**src/rtl/pmem_lock_pkg.sv**
```systemverilog
package pmem_lock_pkg;

    typedef enum logic [1:0] {
        LVL_NONE     = 2'd0,
        LVL_NOPROG   = 2'd1,
        LVL_NOVERIFY = 2'd2,
        LVL_NOEXT    = 2'd3
    } prot_level_t;

    typedef enum logic [1:0] {
        ST_NOSEEN = 2'd0,
        ST_SAMPLE = 2'd1,
        ST_LOCKED = 2'd2,
        ST_LIVE   = 2'd3
    } ea_state_t;

endpackage

```
**src/rtl/lock_level_decode.sv**
```systemverilog
module lock_level_decode
    import pmem_lock_pkg::*;
#(
    parameter int LOCK_W = 3
) (
    input  logic [LOCK_W-1:0] lock_pgm,
    output prot_level_t       level
);
    localparam int IDX_W = $clog2(LOCK_W + 1);

    logic [LOCK_W-1:0] higher_set;

    // Each bit asks whether it or any higher bit is programmed;
    // the level is the index of the highest programmed bit plus one.
    genvar gi;
    generate
        for (gi = 0; gi < LOCK_W; gi++) begin : g_bit
            if (gi == LOCK_W - 1) begin : g_top
                assign higher_set[gi] = lock_pgm[gi];
            end else begin : g_mid
                assign higher_set[gi] = lock_pgm[gi] | higher_set[gi+1];
            end
        end
    endgenerate

    logic [IDX_W-1:0] count;
    always_comb begin
        count = '0;
        for (int k = 0; k < LOCK_W; k++) begin
            count = count + IDX_W'(higher_set[k]);
        end
        level = prot_level_t'(count[1:0]);
    end

endmodule

```
**src/rtl/movc_guard.sv**
```systemverilog
module movc_guard
    import pmem_lock_pkg::*;
#(
    parameter int          DATA_W = 8,
    parameter logic [7:0]  BLANK  = 8'hFF
) (
    input  prot_level_t        level,
    input  logic               fetch_ext,
    input  logic               movc_req,
    input  logic [DATA_W-1:0]  code_in,
    output logic [DATA_W-1:0]  movc_data,
    output logic               movc_blocked,
    output logic               fetch_denied
);
    always_comb begin
        movc_blocked = movc_req && fetch_ext && (level != LVL_NONE);
        fetch_denied = fetch_ext && (level == LVL_NOEXT);
        movc_data    = movc_blocked ? DATA_W'(BLANK) : code_in;
    end

endmodule

```
**src/rtl/ea_latch_fsm.sv**
```systemverilog
module ea_latch_fsm
    import pmem_lock_pkg::*;
(
    input  logic        clk,
    input  logic        por_n,
    input  logic        rst,
    input  prot_level_t level,
    input  logic        ea_pin,
    output logic        ea_valid,
    output logic        ea_eff,
    output logic        ea_mismatch
);
    ea_state_t state, state_nx;
    logic      ea_held;

    always_ff @(posedge clk or negedge por_n) begin
        if (!por_n) begin
            state   <= ST_NOSEEN;
            ea_held <= 1'b0;
        end else begin
            state <= state_nx;
            if (rst) ea_held <= ea_pin;
        end
    end

    always_comb begin
        state_nx = state;
        if (rst) begin
            state_nx = ST_SAMPLE;                       // reset_seen
        end else begin
            unique case (state)
                ST_NOSEEN: state_nx = ST_NOSEEN;
                ST_SAMPLE: state_nx = (level != LVL_NONE) ? ST_LOCKED  // release_protected
                                                          : ST_LIVE;   // release_open
                ST_LOCKED: state_nx = ST_LOCKED;
                ST_LIVE:   state_nx = ST_LIVE;
            endcase
        end
    end

    always_comb begin
        ea_valid    = 1'b1;
        ea_eff      = ea_pin;
        ea_mismatch = 1'b0;
        unique case (state)
            ST_NOSEEN: ea_valid = 1'b0;
            ST_SAMPLE: ea_eff   = ea_pin;
            ST_LOCKED: begin
                ea_eff      = ea_held;
                ea_mismatch = (ea_held != ea_pin);
            end
            ST_LIVE:   ea_eff   = ea_pin;
        endcase
    end

    AST_HELD_STABLE: assert property (@(posedge clk) disable iff (!por_n)
        (state == ST_LOCKED && $past(state) == ST_LOCKED) |-> $stable(ea_held));
    AST_NO_FLAG_BEFORE_RESET: assert property (@(posedge clk) disable iff (!por_n)
        (state == ST_NOSEEN) |-> (!ea_valid && !ea_mismatch));
    AST_RESET_SAMPLES: assert property (@(posedge clk) disable iff (!por_n)
        rst |=> (state == ST_SAMPLE && ea_held == $past(ea_pin)));
    AST_OPEN_NO_FLAG: assert property (@(posedge clk) disable iff (!por_n)
        (state == ST_LIVE) |-> !ea_mismatch);

endmodule

```
**src/rtl/pmem_lock_guard.sv**
```systemverilog
module pmem_lock_guard
    import pmem_lock_pkg::*;
#(
    parameter int          LOCK_W = 3,
    parameter int          DATA_W = 8,
    parameter logic [7:0]  BLANK  = 8'hFF
) (
    input  logic              clk,
    input  logic              por_n,
    input  logic              rst,
    input  logic [LOCK_W-1:0] lock_pgm,
    input  logic              ea_pin,
    input  logic              fetch_ext,
    input  logic              movc_req,
    input  logic [DATA_W-1:0] code_in,
    output logic [DATA_W-1:0] movc_data,
    output logic              movc_blocked,
    output logic              fetch_denied,
    output logic              prog_inhibit,
    output logic              verify_inhibit,
    output logic              ext_exec_inhibit,
    output logic              ea_valid,
    output logic              ea_eff,
    output logic              ea_mismatch
);
    prot_level_t level;

    lock_level_decode #(.LOCK_W(LOCK_W)) u_decode (
        .lock_pgm (lock_pgm),
        .level    (level)
    );

    always_comb begin
        prog_inhibit     = (level != LVL_NONE);
        verify_inhibit   = (level == LVL_NOVERIFY) || (level == LVL_NOEXT);
        ext_exec_inhibit = (level == LVL_NOEXT);
    end

    movc_guard #(.DATA_W(DATA_W), .BLANK(BLANK)) u_movc (
        .level        (level),
        .fetch_ext    (fetch_ext),
        .movc_req     (movc_req),
        .code_in      (code_in),
        .movc_data    (movc_data),
        .movc_blocked (movc_blocked),
        .fetch_denied (fetch_denied)
    );

    ea_latch_fsm u_ea (
        .clk         (clk),
        .por_n       (por_n),
        .rst         (rst),
        .level       (level),
        .ea_pin      (ea_pin),
        .ea_valid    (ea_valid),
        .ea_eff      (ea_eff),
        .ea_mismatch (ea_mismatch)
    );

    AST_VERIFY_NEEDS_PROG: assert property (@(posedge clk) disable iff (!por_n)
        verify_inhibit |-> prog_inhibit);
    AST_EXEC_NEEDS_VERIFY: assert property (@(posedge clk) disable iff (!por_n)
        ext_exec_inhibit |-> verify_inhibit);
    AST_OPEN_PASSTHRU: assert property (@(posedge clk) disable iff (!por_n)
        !movc_blocked |-> (movc_data == code_in));
    AST_DENY_ONLY_EXT: assert property (@(posedge clk) disable iff (!por_n)
        fetch_denied |-> (fetch_ext && ext_exec_inhibit));
    AST_BLOCK_NEEDS_PROT: assert property (@(posedge clk) disable iff (!por_n)
        movc_blocked |-> (prog_inhibit && movc_data == 8'hFF));

endmodule

```
**config.mk**
```make
export PLATFORM = sky130hd
export DESIGN_NAME = pmem_lock_guard
export DESIGN_NICKNAME = d
export VERILOG_FILES = /design/src/rtl/pmem_lock_pkg.sv /design/src/rtl/lock_level_decode.sv /design/src/rtl/movc_guard.sv /design/src/rtl/ea_latch_fsm.sv /design/src/rtl/pmem_lock_guard.sv
export SDC_FILE = /design/constraint.sdc
export NUM_CORES = 1
export LEC_CHECK = 0
export BUFFER_PORTS_ARGS = -buffer_cell sky130_fd_sc_hd__buf_4
export CAP_MARGIN = 20
export CELL_PAD_IN_SITES_DETAIL_PLACEMENT = 0
export CELL_PAD_IN_SITES_GLOBAL_PLACEMENT = 1
export CORE_UTILIZATION = 23
export CTS_CLUSTER_DIAMETER = 40
export DETAILED_ROUTE_END_ITERATION = 16
export PLACE_DENSITY_LB_ADDON = 0.1
export SETUP_SLACK_MARGIN = 0.05
export SLEW_MARGIN = 20
export SYNTH_ARGS = -nofsm -noshare
export SYNTH_HDL_FRONTEND = slang
export SYNTH_SLANG_ARGS = --single-unit
```
**constraint.sdc**
```tcl
create_clock -name clk -period 3.25 [get_ports clk]
set_clock_uncertainty 0.2 [all_clocks]
set_input_delay 0.1625 -clock clk [delete_from_list [all_inputs] [get_ports clk]]
set_output_delay 0.1625 -clock clk [all_outputs]
set_load 0.1 [all_outputs]
```
==> metrics.txt <==
DRC viols 0; most used cell, CP buf_4; register area share after synthesis 0.228; crit path max fanout 10; Pwr Density 500 mW/mm^2; count of buffers from port buffering 32; vias per cell 3.97; Hold-fix buffers, CTS 3; Fin Setup TNS 0 ns; Worst slew margin 0.791; critical path's slowest cell fa_1; 1st-pass router iterations 3; Gates resized, CTS repair 0; vias in the first global route 263; Setup crit end kind output pin; worst min path class input port to asynchronous set/reset pin; initial drt markers 4; RSZ-0062 raised after global routing no; Core ar. 0.00132 mm^2; final hold vios 0; Worst EP required 2.89 ns; ranking of synthesized cells by area dfrtp_1 (23%), o21bai_1 (11%), o21bai_2 (10%); area of the mapped netlist 329 um^2; Switching Share 0.547; CP peak stage delay 0.48 ns; Die Height 39.8 um; HPWL after DPL 619 um; Switch Pwr 172 uW; Post-Synthesis Cells 33; post-synth top area cell dfrtp_1; diode count 0; r2r worst-path depth 2; fin nets 90; hold_ws 0.0533 ns; Net Count, Synth 51; CP Cell Sequence buf_4 > nor3_1 > fa_1 > and2_4 > o21bai_1 > buf_4; crit-path leading delay family adder cells; CTS tree built; share of layout cells above drive strength 1 0.634; max-slew violations 0; Via Count 341; TritonCTS sink count 3; CP arrival 1.69 ns; Comb power frac 0.645; Final Setup Violations 0; status finished clean; Tcrit/Tclk final 0.630; Die X 39.8 um; peak supply drop 0.216 mV; Clk pwr share 0.209; H-tree depth 1; clock transition at the registers of the reported paths 0.04 ns; # Max-Cap Violations 0; RD Place Congestion 0.535; Worst Tran Pin Value 0.312 ns; initial core utilization 0.250; final wirelength 721 um; initial antenna violation count 0; total CTS buffers 3; Post-DRT Antenna Nets 0; Pwr Total 314 uW; Die Footprint 0.00159 mm^2; final critical-path required period 2.05 ns; Synth cell types 19; Post-CTS Setup Bufs 0; worst r2r src u_ea.state[0]; grt ovf 0; Synth-to-Final Area Change 90.5%; R2R Path End u_ea.state[1]; largest net degree at the start of global routing 11; num rows 13; r2r setup slk 2.17 ns; clk buf depth 2; crit path launch type input port; routed len/inst 8.38 um; first-pass GRT wire length 993 um; P_int 142 uW; gr usage total 0.0973; # IOs 33; top cell type's share of synthesized area 0.228; Crit Path Category input port to output pin; part of the power in registers 0.147; Syn Area/Cell 9.97 um^2; Max Clock Freq 488 MHz; Synth Warn # 0; worst skew pair latency 0.23 ns; #FFs+latches synth 3; Root Buffer clkbuf_4; Leak Pwr 0.000317 uW; Bufs and invs on worst path 2
==> power by group through the flow <==
stage          Clock, uW  Sequential [uW]  Combinational (uW)
3_5_place_dp           0             46.6                 200
5_1_grt             71.2             46.6                 210
3_3_place_gp           0             46.4                 202
6_report            65.4             46.0                 202
2_1_floorplan          0             45.7                 159
4_1_cts             68.7             46.1                 204
==> kinds of logic (layout without fill, tap and decap cells) <==
family / count (synthesis) / in the layout / synth area share
flops: 3 / 3 / 0.228
fa+ha+maj: 1 / 1 / 0.0608
simple gates: 13 / 13 / 0.228
compound gates: 9 / 9 / 0.266
buf+inv: 4 / 42 / 0.110
mux: 2 / 2 / 0.0798
xor+xnor: 1 / 1 / 0.0266
==> worst register-to-register path, stage by stage (launching register included) <==
cell and delay, ns:
dfrtp_1 0.41, or2_1 0.24, nor2b_1 0.13
==> sequential cells by signal, indices dropped and copies added, names as in the netlist <==
| register | flops |
|---|---|
| u_ea.ea_held | 1 |
| u_ea.state | 2 |
==> area by class of cell <==
class / instances / area [um^2]
repair buffers: 35 / 270
clock buffers: 4 / 26.3
flip-flops and latches: 3 / 75.1
fillers: 132 / 691
inverters: 3 / 16.3
well taps: 15 / 18.8
multi-input cells: 26 / 220
==> cells in the final DEF, fill, tap and decap left out, drive strengths merged <==
cell type,instances
nor3,1
inv,3
xor2,1
dlygate4sd3,3
buf,32
dfrtp,3
fa,1
nand2,1
and2,3
or2,1
mux2,2
a21oi,1
nor2b,2
clkbuf,4
o21bai,8
nor2,5
==> how the worst max path moves through the flow <==
stage | start | cells after the start | slack, ns | end
2_1_floorplan | lock_pgm[2] | 5 | 0.32 | movc_data[0]
3_3_place_gp | lock_pgm[2] | 6 | 1.21 | movc_data[1]
3_5_place_dp | lock_pgm[2] | 6 | 1.20 | movc_data[7]
4_1_cts | lock_pgm[2] | 6 | 1.20 | movc_data[1]
5_1_grt | lock_pgm[2] | 6 | 1.12 | movc_data[1]
6_report | lock_pgm[2] | 6 | 1.20 | movc_data[3]
==> synthesized netlist by cell type <==
master / instances
o21bai_2: 3
a21oi_4: 1
fa_1: 1
xor2_1: 1
nand2_1: 1
o21bai_1: 5
or2_1: 1
dfrtp_1: 3
nor2_1: 5
inv_1: 2
and2_1: 2
mux2_4: 1
buf_12: 1
nor2b_1: 1
nor2b_4: 1
mux2_2: 1
and2_4: 1
nor3_1: 1
inv_6: 1
==> routing by layer <==
layer	GRT usage	share of wire	up-vias
li1	-	-	182
met1	0.114	0.45	135
met2	0.139	0.42	22
met3	0.0511	0.12	2
met4	0.0517	0.011	0
met5	0	0	-
==> through the flow <==
stage | utilization | setup slack [ns] | instance area [um^2] | cells
6_report | 0.476 | 1.20 | 627 | 86
5_1_grt | 0.476 | 1.12 | 627 | 86
2_1_floorplan | - | 0.317 | 332 | 33
4_1_cts | 0.476 | 1.20 | 627 | 86
3_5_place_dp | 0.433 | 1.20 | 571 | 79
3_3_place_gp | 0.433 | 1.21 | 571 | 79
No activity file was read; power rests on OpenSTA's default activity.
